`src/rtl/drb_pkg.sv`:
```
package drb_pkg;

   // controller phase as seen by every sub-unit
   typedef enum logic [1:0] {
      PH_IDLE  = 2'd0,
      PH_BURST = 2'd1,
      PH_DONE  = 2'd2,
      PH_REF   = 2'd3
   } drb_phase_e;

   function automatic int drb_max(input int a, input int b);
      return (a > b) ? a : b;
   endfunction

endpackage

```
`src/rtl/drb_refresh_timer.sv`:
```
module drb_refresh_timer #(
   parameter int INTERVAL = 1560,
   parameter int ROW_W    = 14,
   localparam int CNT_W   = (INTERVAL > 2) ? $clog2(INTERVAL) : 1
) (
   input  logic             clk,
   input  logic             rst_n,
   input  logic             take,
   input  logic             finish,
   output logic             pend,
   output logic [ROW_W-1:0] row
);

   logic [CNT_W-1:0] cnt;
   logic             wrap;

   if (INTERVAL < 2) begin : g_bad_interval
      $error("refresh interval must be at least 2");
   end

   // a power-of-two interval wraps on the all-ones count, others compare
   if ((INTERVAL & (INTERVAL - 1)) == 0) begin : g_pow2
      assign wrap = &cnt;
   end else begin : g_cmp
      assign wrap = (cnt == CNT_W'(INTERVAL - 1));
   end

   always_ff @(posedge clk or negedge rst_n) begin
      if (!rst_n) begin
         cnt  <= '0;
         pend <= 1'b0;
      end else if (wrap) begin
         cnt  <= '0;
         pend <= 1'b1;
      end else begin
         cnt <= cnt + CNT_W'(1);
         if (take) pend <= 1'b0;
      end
   end

   always_ff @(posedge clk or negedge rst_n) begin
      if (!rst_n)      row <= '0;
      else if (finish) row <= row + ROW_W'(1);
   end

endmodule

```
`src/rtl/drb_sequencer.sv`:
```
module drb_sequencer
   import drb_pkg::*;
#(
   parameter int BEATS     = 4,
   parameter int FIRST_LEN = 5,
   parameter int FPM_LEN   = 3,
   parameter int EDO_LEN   = 2,
   parameter int REF_LEN   = 4,
   parameter int COL_SETUP = 2,
   localparam int BEAT_W   = $clog2(BEATS),
   localparam int MAXLEN   = drb_max(drb_max(FIRST_LEN, FPM_LEN), REF_LEN),
   localparam int POS_W    = $clog2(MAXLEN + 1)
) (
   input  logic              clk,
   input  logic              rst_n,
   input  logic              req,
   input  logic              mode,
   input  logic              ref_pend,
   output drb_phase_e        phase,
   output logic [BEAT_W-1:0] beat,
   output logic              accept,
   output logic              take,
   output logic              ref_fin,
   output logic              cap_en,
   output logic              row_sel,
   output logic              ras_n,
   output logic              cas_n,
   output logic              oe_n,
   output logic              ready,
   output logic              done
);

   logic [POS_W-1:0] pos;
   logic [POS_W-1:0] beat_len;
   logic             edo_q;
   logic             idle_like;
   logic             in_burst;
   logic             last_pos;
   logic             last_beat;
   logic             ref_last;
   logic             col_low;

   if (FIRST_LEN <= COL_SETUP) begin : g_bad_first
      $error("first beat must be longer than the column setup");
   end
   if (EDO_LEN < 2 || FPM_LEN <= EDO_LEN) begin : g_bad_cadence
      $error("cadences need EDO_LEN >= 2 and FPM_LEN > EDO_LEN");
   end
   if (REF_LEN < 1) begin : g_bad_ref
      $error("refresh length must be at least one cycle");
   end

   always_comb begin
      if (beat == '0)  beat_len = POS_W'(FIRST_LEN);
      else if (edo_q)  beat_len = POS_W'(EDO_LEN);
      else             beat_len = POS_W'(FPM_LEN);
   end

   assign idle_like = (phase == PH_IDLE) || (phase == PH_DONE);
   assign in_burst  = (phase == PH_BURST);
   assign last_pos  = (pos == beat_len - POS_W'(1));
   assign last_beat = (beat == BEAT_W'(BEATS - 1));
   assign ref_last  = (pos == POS_W'(REF_LEN - 1));

   assign ready  = idle_like && !ref_pend;
   assign take   = idle_like && ref_pend;
   assign accept = ready && req;

   // first beat waits for the column setup, later beats open one cycle in
   assign col_low = (beat == '0) ? (pos >= POS_W'(COL_SETUP)) : (pos != '0);

   assign ras_n   = !(in_burst || (phase == PH_REF));
   assign oe_n    = !in_burst;
   assign cas_n   = !(in_burst && col_low);
   assign row_sel = in_burst && (beat == '0) && (pos == '0);
   assign cap_en  = in_burst && last_pos;
   assign ref_fin = (phase == PH_REF) && ref_last;
   assign done    = (phase == PH_DONE);

   always_ff @(posedge clk or negedge rst_n) begin
      if (!rst_n) begin
         phase <= PH_IDLE;
         beat  <= '0;
         pos   <= '0;
         edo_q <= 1'b0;
      end else begin
         unique case (phase)
            PH_BURST: begin
               if (last_pos) begin
                  pos <= '0;
                  if (last_beat) begin
                     phase <= PH_DONE;
                     beat  <= '0;
                  end else begin
                     beat <= beat + BEAT_W'(1);
                  end
               end else begin
                  pos <= pos + POS_W'(1);
               end
            end
            PH_REF: begin
               if (ref_last) begin
                  phase <= PH_IDLE;
                  pos   <= '0;
               end else begin
                  pos <= pos + POS_W'(1);
               end
            end
            default: begin
               if (take) begin
                  phase <= PH_REF;
                  pos   <= '0;
               end else if (accept) begin
                  phase <= PH_BURST;
                  beat  <= '0;
                  pos   <= '0;
                  edo_q <= mode;
               end else begin
                  phase <= PH_IDLE;
               end
            end
         endcase
      end
   end

endmodule

```
`src/rtl/drb_addr_unit.sv`:
```
module drb_addr_unit
   import drb_pkg::*;
#(
   parameter int ADDR_W  = 14,
   parameter int BEATS   = 4,
   localparam int BEAT_W = $clog2(BEATS),
   localparam int BLK_W  = 2 * ADDR_W - BEAT_W
) (
   input  logic              clk,
   input  logic              rst_n,
   input  logic              accept,
   input  logic [BLK_W-1:0]  blk_addr,
   input  drb_phase_e        phase,
   input  logic [BEAT_W-1:0] beat,
   input  logic              row_sel,
   input  logic [ADDR_W-1:0] ref_row,
   output logic [ADDR_W-1:0] dram_addr
);

   logic [ADDR_W-1:0] row_q;
   logic [ADDR_W-1:0] base_q;
   logic [ADDR_W-1:0] col;

   always_ff @(posedge clk or negedge rst_n) begin
      if (!rst_n) begin
         row_q  <= '0;
         base_q <= '0;
      end else if (accept) begin
         row_q  <= blk_addr[BLK_W-1 -: ADDR_W];
         base_q <= {blk_addr[ADDR_W-BEAT_W-1:0], {BEAT_W{1'b0}}};
      end
   end

   // base is block aligned, so or-ing the beat index equals adding it
   assign col = base_q | ADDR_W'(beat);

   always_comb begin
      unique case (phase)
         PH_BURST: dram_addr = row_sel ? row_q : col;
         PH_REF:   dram_addr = ref_row;
         default:  dram_addr = '0;
      endcase
   end

endmodule

```
`src/rtl/drb_beat_assembler.sv`:
```
module drb_beat_assembler #(
   parameter int DATA_W  = 64,
   parameter int BEATS   = 4,
   localparam int BEAT_W = $clog2(BEATS)
) (
   input  logic                    clk,
   input  logic                    rst_n,
   input  logic                    cap_en,
   input  logic [BEAT_W-1:0]       beat,
   input  logic [DATA_W-1:0]       dq,
   output logic [BEATS*DATA_W-1:0] block
);

   for (genvar g = 0; g < BEATS; g++) begin : g_slot
      logic [DATA_W-1:0] slot_q;

      always_ff @(posedge clk or negedge rst_n) begin
         if (!rst_n)                                    slot_q <= '0;
         else if (cap_en && (beat == BEAT_W'(g)))       slot_q <= dq;
      end

      assign block[g*DATA_W +: DATA_W] = slot_q;
   end

endmodule

```
`src/rtl/dram_burst_rd.sv`:
```
module dram_burst_rd
   import drb_pkg::*;
#(
   parameter int ADDR_W       = 14,
   parameter int DATA_W       = 64,
   parameter int BLOCK_BYTES  = 32,
   parameter int FIRST_LEN    = 5,
   parameter int FPM_LEN      = 3,
   parameter int EDO_LEN      = 2,
   parameter int REF_INTERVAL = 1560,
   parameter int REF_LEN      = 4,
   localparam int BLOCK_W     = BLOCK_BYTES * 8,
   localparam int BEATS       = BLOCK_W / DATA_W,
   localparam int BEAT_W      = $clog2(BEATS),
   localparam int BLK_W       = 2 * ADDR_W - BEAT_W
) (
   input  logic               clk,
   input  logic               rst_n,
   input  logic               req,
   input  logic               mode,
   input  logic [BLK_W-1:0]   blk_addr,
   output logic               ready,
   output logic               done,
   output logic [BLOCK_W-1:0] block,
   output logic [ADDR_W-1:0]  dram_addr,
   output logic               ras_n,
   output logic               cas_n,
   output logic               oe_n,
   input  logic [DATA_W-1:0]  dq_in
);

   if (BEATS < 2 || (BEATS & (BEATS - 1)) != 0 || BEATS * DATA_W != BLOCK_W) begin : g_bad_geom
      $error("block must hold a power-of-two count of at least two beats");
   end

   drb_phase_e        phase;
   logic [BEAT_W-1:0] beat;
   logic              accept;
   logic              take;
   logic              ref_fin;
   logic              cap_en;
   logic              row_sel;
   logic              ref_pend;
   logic [ADDR_W-1:0] ref_row;

   drb_refresh_timer #(
      .INTERVAL (REF_INTERVAL),
      .ROW_W    (ADDR_W)
   ) u_timer (
      .clk    (clk),
      .rst_n  (rst_n),
      .take   (take),
      .finish (ref_fin),
      .pend   (ref_pend),
      .row    (ref_row)
   );

   drb_sequencer #(
      .BEATS     (BEATS),
      .FIRST_LEN (FIRST_LEN),
      .FPM_LEN   (FPM_LEN),
      .EDO_LEN   (EDO_LEN),
      .REF_LEN   (REF_LEN),
      .COL_SETUP (2)
   ) u_seq (
      .clk      (clk),
      .rst_n    (rst_n),
      .req      (req),
      .mode     (mode),
      .ref_pend (ref_pend),
      .phase    (phase),
      .beat     (beat),
      .accept   (accept),
      .take     (take),
      .ref_fin  (ref_fin),
      .cap_en   (cap_en),
      .row_sel  (row_sel),
      .ras_n    (ras_n),
      .cas_n    (cas_n),
      .oe_n     (oe_n),
      .ready    (ready),
      .done     (done)
   );

   drb_addr_unit #(
      .ADDR_W (ADDR_W),
      .BEATS  (BEATS)
   ) u_addr (
      .clk       (clk),
      .rst_n     (rst_n),
      .accept    (accept),
      .blk_addr  (blk_addr),
      .phase     (phase),
      .beat      (beat),
      .row_sel   (row_sel),
      .ref_row   (ref_row),
      .dram_addr (dram_addr)
   );

   drb_beat_assembler #(
      .DATA_W (DATA_W),
      .BEATS  (BEATS)
   ) u_asm (
      .clk    (clk),
      .rst_n  (rst_n),
      .cap_en (cap_en),
      .beat   (beat),
      .dq     (dq_in),
      .block  (block)
   );

endmodule

```
`config.mk`:
```
export PLATFORM = sky130hd
export DESIGN_NAME = dram_burst_rd
export DESIGN_NICKNAME = d
export VERILOG_FILES = /design/src/rtl/drb_pkg.sv /design/src/rtl/drb_refresh_timer.sv /design/src/rtl/drb_sequencer.sv /design/src/rtl/drb_addr_unit.sv /design/src/rtl/drb_beat_assembler.sv /design/src/rtl/dram_burst_rd.sv
export SDC_FILE = /design/constraint.sdc
export NUM_CORES = 1
export LEC_CHECK = 0
export BUFFER_PORTS_ARGS = -buffer_cell sky130_fd_sc_hd__buf_2
export CORE_MARGIN = 2
export CORE_UTILIZATION = 48
export CTS_CLUSTER_DIAMETER = 100
export CTS_CLUSTER_SIZE = 20
export DETAILED_ROUTE_END_ITERATION = 8
export GPL_TIMING_DRIVEN = 0
export MAX_ROUTING_LAYER = met4
export PLACE_DENSITY = 0.77
export SETUP_SLACK_MARGIN = 0.1
export SLEW_MARGIN = 25
export SYNTH_ARGS = -nofsm -noshare
export SYNTH_HDL_FRONTEND = slang
export SYNTH_SLANG_ARGS = --single-unit
```
`constraint.sdc`:
```
create_clock -name clk -period 2.4 [get_ports clk]
set_clock_uncertainty 0.1 [all_clocks]
set_input_delay 0.12 -clock clk [delete_from_list [all_inputs] [get_ports clk]]
set_output_delay 0.12 -clock clk [all_outputs]
set_load 0.1 [all_outputs]
```
# ---- Word level (Yosys, flattened, before mapping)
# Index checks and enable logic that the tools add are counted.
dict set report totals {
  out_inout_bits 275
  word_cells 89
  reg_bits 316
  input_bits 94
}
dict set report op_classes {
  eq_ne 13
  bitwise_logic 4
  order_cmp 1
  n_addsub 5
  muxes 24
  reduce_logical 29
}
# operator count
set op_table {}
lappend op_table {{14-bit one-hot mux with 2 select lines} 1}
lappend op_table {{2-bit two-way mux} 8}
lappend op_table {{3-bit two-way mux} 5}
lappend op_table {{14-bit by 1-bit adder with 14-bit output (second input constant)} 1}
lappend op_table {{14-bit two-way mux} 1}
lappend op_table {{14-bit by 2-bit bitwise OR with 14-bit output} 1}
lappend op_table {{1-bit logical AND} 12}
lappend op_table {{11-bit by 1-bit adder with 11-bit output (second input constant)} 1}
lappend op_table {{11-bit equality test (second input constant)} 1}
lappend op_table {{11-bit two-way mux} 1}
lappend op_table {{2-bit equality test (second input constant)} 4}
lappend op_table {{2-bit one-hot mux with 2 select lines} 2}
lappend op_table {{2-bit != test (second input constant)} 3}
lappend op_table {{3-bit one-hot mux with 2 select lines} 1}
lappend op_table {{3-bit AND reduction} 2}
lappend op_table {{1-bit two-way mux} 5}
lappend op_table {{2-bit by 1-bit equality test with 1-bit output (second input constant)} 2}
lappend op_table {{1-bit logical NOT} 4}
lappend op_table {{2-bit logical NOT} 2}
lappend op_table {{4-bit AND reduction} 1}
lappend op_table {{2-bit nonzero test} 2}
lappend op_table {{4-bit nonzero test} 1}
lappend op_table {{3-bit by 1-bit adder with 3-bit output (second input constant)} 1}
lappend op_table {{3-bit by 2-bit equality test with 1-bit output (second input constant)} 1}
lappend op_table {{10 further kinds} 13}

# ---- Depth between registers and ports, before layout
dict set report depth {
  ltp_word 7
  ltp_mapped 10
  mapped_depth_nobuf 7
}

# ---- Hierarchy
# A second synthesis with hierarchy kept.
dict set report hier_totals {
  hier_cells 817
  area_unflattened_um2 12819.8
}
# mod instances seq_area_each_um2 area_per_inst_um2 cells_per_inst
set modules_own_cells {}
lappend modules_own_cells {drb_beat_assembler 1 6406.1 9581.7 543}
lappend modules_own_cells {drb_addr_unit 1 650.6 1413.9 101}
lappend modules_own_cells {drb_refresh_timer 1 650.6 1181.1 102}
lappend modules_own_cells {drb_sequencer 1 200.2 643.1 71}

# ---- Worst setup path after synthesis
# No wires, ideal clock.
dict set report synth_timing {
  kind {reg2reg}
  start {register u_seq.phase[0]}
  end {register u_addr.base_q[10]}
  arrival_ns 3.077
  path_stages_with_launch 6
  path_slack_ns -0.902
  period_less_slack_ns 3.302
  path_buffers 2
  required_time_ns 2.175
  cell_sequence {dfrtp_1 nor2_1 and2_1 clkbuf_1 buf_1 mux2_2}
}
dict set report synth_via {
  elab_chain_cells 4
  word_cells_on_any_way 5
}
# item line
set synth_lines {}
lappend synth_lines {{start: declaration} drb_sequencer.sv:19} ;# output drb_phase_e phase,
lappend synth_lines {{start signal: assignment} drb_sequencer.sv:82} ;# phase <= PH_IDLE;
lappend synth_lines {{start signal: assignment} drb_sequencer.sv:92} ;# phase <= PH_DONE;
lappend synth_lines {{start signal: assignment} drb_sequencer.sv:103} ;# phase <= PH_IDLE;
lappend synth_lines {{2-bit equality test / 2-bit logical NOT (equally long branches)} drb_sequencer.sv:59} ;# assign idle_like = (phase == PH_IDLE) || (phase == PH_DONE);
lappend synth_lines {{1-bit logical OR *} drb_sequencer.sv:59}
lappend synth_lines {{1-bit logical AND *} drb_sequencer.sv:65} ;# assign ready = idle_like && !ref_pend;
lappend synth_lines {{net ready} dram_burst_rd.sv:22} ;# output logic ready,
lappend synth_lines {{1-bit logical AND *} drb_sequencer.sv:67} ;# assign accept = ready && req;
lappend synth_lines {{end signal: assignment} drb_addr_unit.sv:30} ;# base_q <= {blk_addr[ADDR_W-BEAT_W-1:0], {BEAT_W{1'b0}}};
lappend synth_lines {{end: declaration} drb_addr_unit.sv:21} ;# logic [ADDR_W-1:0] base_q;
# Mark *: on every way through the listed nets, which the timed path passes. The rest lies on a longest branch.
# A chain may end at the register's enable or synchronous reset.

# ---- Worst setup path after layout
dict set report layout_timing {
  start {register u_seq.beat[1]}
  end {register u_asm.g_slot[1].slot_q[52]}
}
dict set report layout_via {
  elab_chain_cells 6
  word_cells_on_any_way 7
}
# item line
set layout_lines {}
lappend layout_lines {{start: declaration} drb_sequencer.sv:20} ;# output logic [BEAT_W-1:0] beat,
lappend layout_lines {{start signal: assignment} drb_sequencer.sv:95} ;# beat <= beat + BEAT_W'(1);
lappend layout_lines {{2-bit logical NOT} drb_sequencer.sv:54} ;# if (beat == '0) beat_len = POS_W'(FIRST_LEN);
lappend layout_lines {{3-bit two-way mux} drb_sequencer.sv:54}
lappend layout_lines {{3-bit by 1-bit subtractor with 3-bit output} drb_sequencer.sv:61} ;# assign last_pos = (pos == beat_len - POS_W'(1));
lappend layout_lines {{3-bit equality test} drb_sequencer.sv:61}
lappend layout_lines {{1-bit logical AND} drb_sequencer.sv:76} ;# assign cap_en = in_burst && last_pos;
lappend layout_lines {{1-bit logical AND *} drb_beat_assembler.sv:19} ;# else if (cap_en && (beat == BEAT_W'(g))) slot_q <= dq;
lappend layout_lines {{end signal: assignment} drb_beat_assembler.sv:19}
lappend layout_lines {{end: declaration} drb_beat_assembler.sv:15} ;# logic [DATA_W-1:0] slot_q;
# Every way passes the cells marked *; elsewhere a longest branch is shown, timed or not.

==> impl_metrics.ini <==
[global_routing]
grt_pass1_vias = 9378
globalRouteTotalUtil_pct = 24.0
grt-ovfl-total = 0
grt_pass1_wl_mm = 55.5
grt_start_max_net_pins = 98
antenna_found_initial = 1

[layout]
fin_cells = 1739
final_layout_size_suffix_gt1_share_pct = 59.2
area_growth_pct = 36.8
n_fill_cell = 1940
nets = 1459
fin_area_mm2 = 0.0190
final_util_pct = 66.4

[run_status]
status = complete, but fails checks
violations = setup timing

[cts]
clock_latency_ns = 0.51
htree_levels = 1
cts_tree = built
cts_root_buffer = clkbuf_16
cts_sinks = 316
cts_buffers = 19
clk_pin_slew_ns = 0.09
clk_path_buf_depth = 3

[worst_setup_path]
path_common_cell = buf_12
crit_path_end_kind = flip-flop
slowest_stage = or4b_4
critPathBufInv = 3
crit_cells = 9
rr_endpoint = u_asm.g_slot[1].slot_q[52]$_DFFE_PN0P_
cp_top_family = simple AND/OR/NAND/NOR gates
r2r_start = u_seq.beat[1]$_DFFE_PN0P_
cp.arrival_ns = 2.78
crit_path_max_fanout = 10
path_cells = inv_2 -> ha_4 -> or4b_4 -> o32ai_4 -> a21o_4 -> and3_4 -> buf_12 -> buf_12 -> mux2_4
reg2regPathDepth = 9
critPathKind = reg -> reg
start_kind = flip-flop
crit_end = u_asm.g_slot[1].slot_q[52]$_DFFE_PN0P_
cpPeakStageDelay_ns = 0.49
critPathLaunch = u_seq.beat[1]$_DFFE_PN0P_
r2r_slack_ns = -0.09
required_ns = 2.70

[logic_synthesis]
synthSimpleGateAreaFrac_pct = 3.62
synthCells = 822
syn-num-nets = 928
yosys.area_share.xor_xnor_pct = 1.39
seq_area_frac_synth_pct = 56.9
async_flop_share_pct = 100
synth_fa_ha_area_share_pct = 1.08
synth_edf_count = 0
ys_seq_elements = 316
synth.largest_area_cell = dfrtp_1
syn_area_mm2 = 0.0139
synth-compound-area-share_pct = 1.61
synth_ff_type = dfrtp_1
synth_top_family_by_area = multiplexers
synth.distinct_cells = 42
yosysWarnings = 0
muxShareOfSynthArea_pct = 30.7
avgSynthCellArea_um2 = 16.9
synth_top_area_share_pct = 56.9
synth_area_leaders = dfrtp_1 57%, mux2_4 26%, buf_12 4.0%, mux2_2 2.4%, mux2_1 1.3%

[floorplanning]
start_util_pct = 48.5
die_area_mm2 = 0.0303
die_h_um = 174
die_x_um = 174
rows = 62
ios = 369
core_area_mm2 = 0.0286

[place]
place_area_mm2 = 0.0164
hpwl_mm = 23.9
gp_congestion = 0.829
portBuffers = 368
placed_cells_incl_taps = 1577

[hold_path]
min_path_type = in -> async

[run]
maxCapViolCount = 0

[sta]
fin_crit_ns = 2.49
slew_viol_final = 0
setup_ws_ns = -0.0870
worstMarginPinSlew_ns = 0.846
hold_viol_final = 0
rsz0062_at_grt = yes
max_freq_mhz = 402
whs_ns = 0.0729
relSlewSlack_pct = 43.4
fin_crit_sh_pct = 104
setup_violations = 244

[detailed_routing]
drc = 0
ant_nets = 0
first_iter_violations = 465
wl_mm = 38.7
avgRoutedWirePerCell_um = 22.2
viasPerCell = 5.12
first_pass_iters = 4
vias = 8906
==> placed cells by master, fill, tap and decap left out, types with 12 or more instances in the layout <==
master / count
and2_4: 13
buf_12: 44
buf_2: 352
clkbuf_16: 41
dfrtp_1: 312
dlygate4sd3_1: 94
mux2_2: 28
mux2_4: 257
mux2i_1: 12
nand2_1: 21
nor2_1: 12
o21ai_1: 15
xnor2_1: 14
==> synth_stat cells, types with 2 or more instances <==
cell        n
a21oi_1     5
and2_1     16
and3_1      6
and3_4      4
and4_1      2
buf_12     28
clkbuf_1    9
dfrtp_1   316
ha_1       12
inv_1       9
mux2_1     16
mux2_2     29
mux2_4    240
mux2i_1    15
nand2_1    21
nand2b_1    3
nand3_1     7
nand4_1     6
nor2_1     15
nor2b_1     2
nor3_1      2
nor4bb_1    2
o21ai_0    18
xnor2_1    14
xor2_1      8
==> how the worst min path moves through the flow <==
stage,slack [ns],end,start
final,0.07,u_asm.g_slot[0].slot_q[13]$_DFFE_PN0P_,rst_n
after global routing,0.07,u_addr.row_q[2]$_DFFE_PN0P_,rst_n
after CTS,0.06,u_asm.g_slot[0].slot_q[13]$_DFFE_PN0P_,rst_n
after detailed placement,-0.05,u_asm.g_slot[3].slot_q[14]$_DFFE_PN0P_,rst_n
after global placement,0.25,u_addr.row_q[13]$_DFFE_PN0P_,blk_addr[25]
after floorplan,-0.28,u_addr.base_q[10]$_DFFE_PN0P_,rst_n
==> sequential cells by signal (all words and copies together), names as in the netlist <==
name                 flops
u_timer.row             14
u_seq.beat               2
u_seq.pos                3
u_asm.g_slot.slot_q    256
u_addr.base_q           12
u_seq.edo_q              1
u_timer.cnt             11
u_addr.row_q            14
u_timer.pend             1
u_seq.phase              2
==> metal layers <==
metal | global-route usage, % | wire length (um)
met2 | 40.6 | 19700
met3 | 4.05 | 1760
met4 | 6.79 | 1140
met1 | 29.9 | 16000
met5 | - | 0
==> cells by family (layout without fill, tap and decap cells) <==
kind of cell	count (synthesis)	after routing
flops	316	316
mux	300	300
simple gates	90	90
buf+inv	49	581
compound gates	33	33
xor+xnor	22	22
fa+ha+maj	12	12
other cells	0	1
==> per-stage QoR <==
step | setup TNS (ns) | setup WS (ns)
after floorplan | -16.87 | -0.0718
after global placement | -1541.73 | -5.27
after detailed placement | -61.78 | -0.271
after CTS | -30.89 | -0.145
after global routing | -36.00 | -0.179
final | -11.29 | -0.0870
==> layout make-up <==
class	instances	area [um2]	area share, %
Buffer	37	602	3.17
Multi-Input combinational cell	457	5520	29.1
Clock buffer	20	479	2.52
Antenna cell	1	2.50	0.0132
Clock inverter	2	38.8	0.204
Inverter	9	41.3	0.217
Tap cell	384	480	2.53
Timing Repair Buffer	513	3920	20.6
Sequential cell	316	7910	41.6
==> worst reg2reg max path: stages (launching register included) <==
cell and delay, ns:
dfrtp_1 0.38, inv_2 0.06, ha_4 0.17, or4b_4 0.49, o32ai_4 0.13, a21o_4 0.15, and3_4 0.22, buf_12 0.18
buf_12 0.18, mux2_4 0.32
==> repair_timing <==
action	CTS	global route
cloned	1	22
gates resized for setup	81	48
hold buffers	95	0
hold endpoints to repair	506	0
setup endpoints to repair	276	278
buffers inserted	21	5
pin swaps	0	4
Power is not shown: default switching activity piles up to over one toggle a cycle in this logic, so the estimate is an artifact.
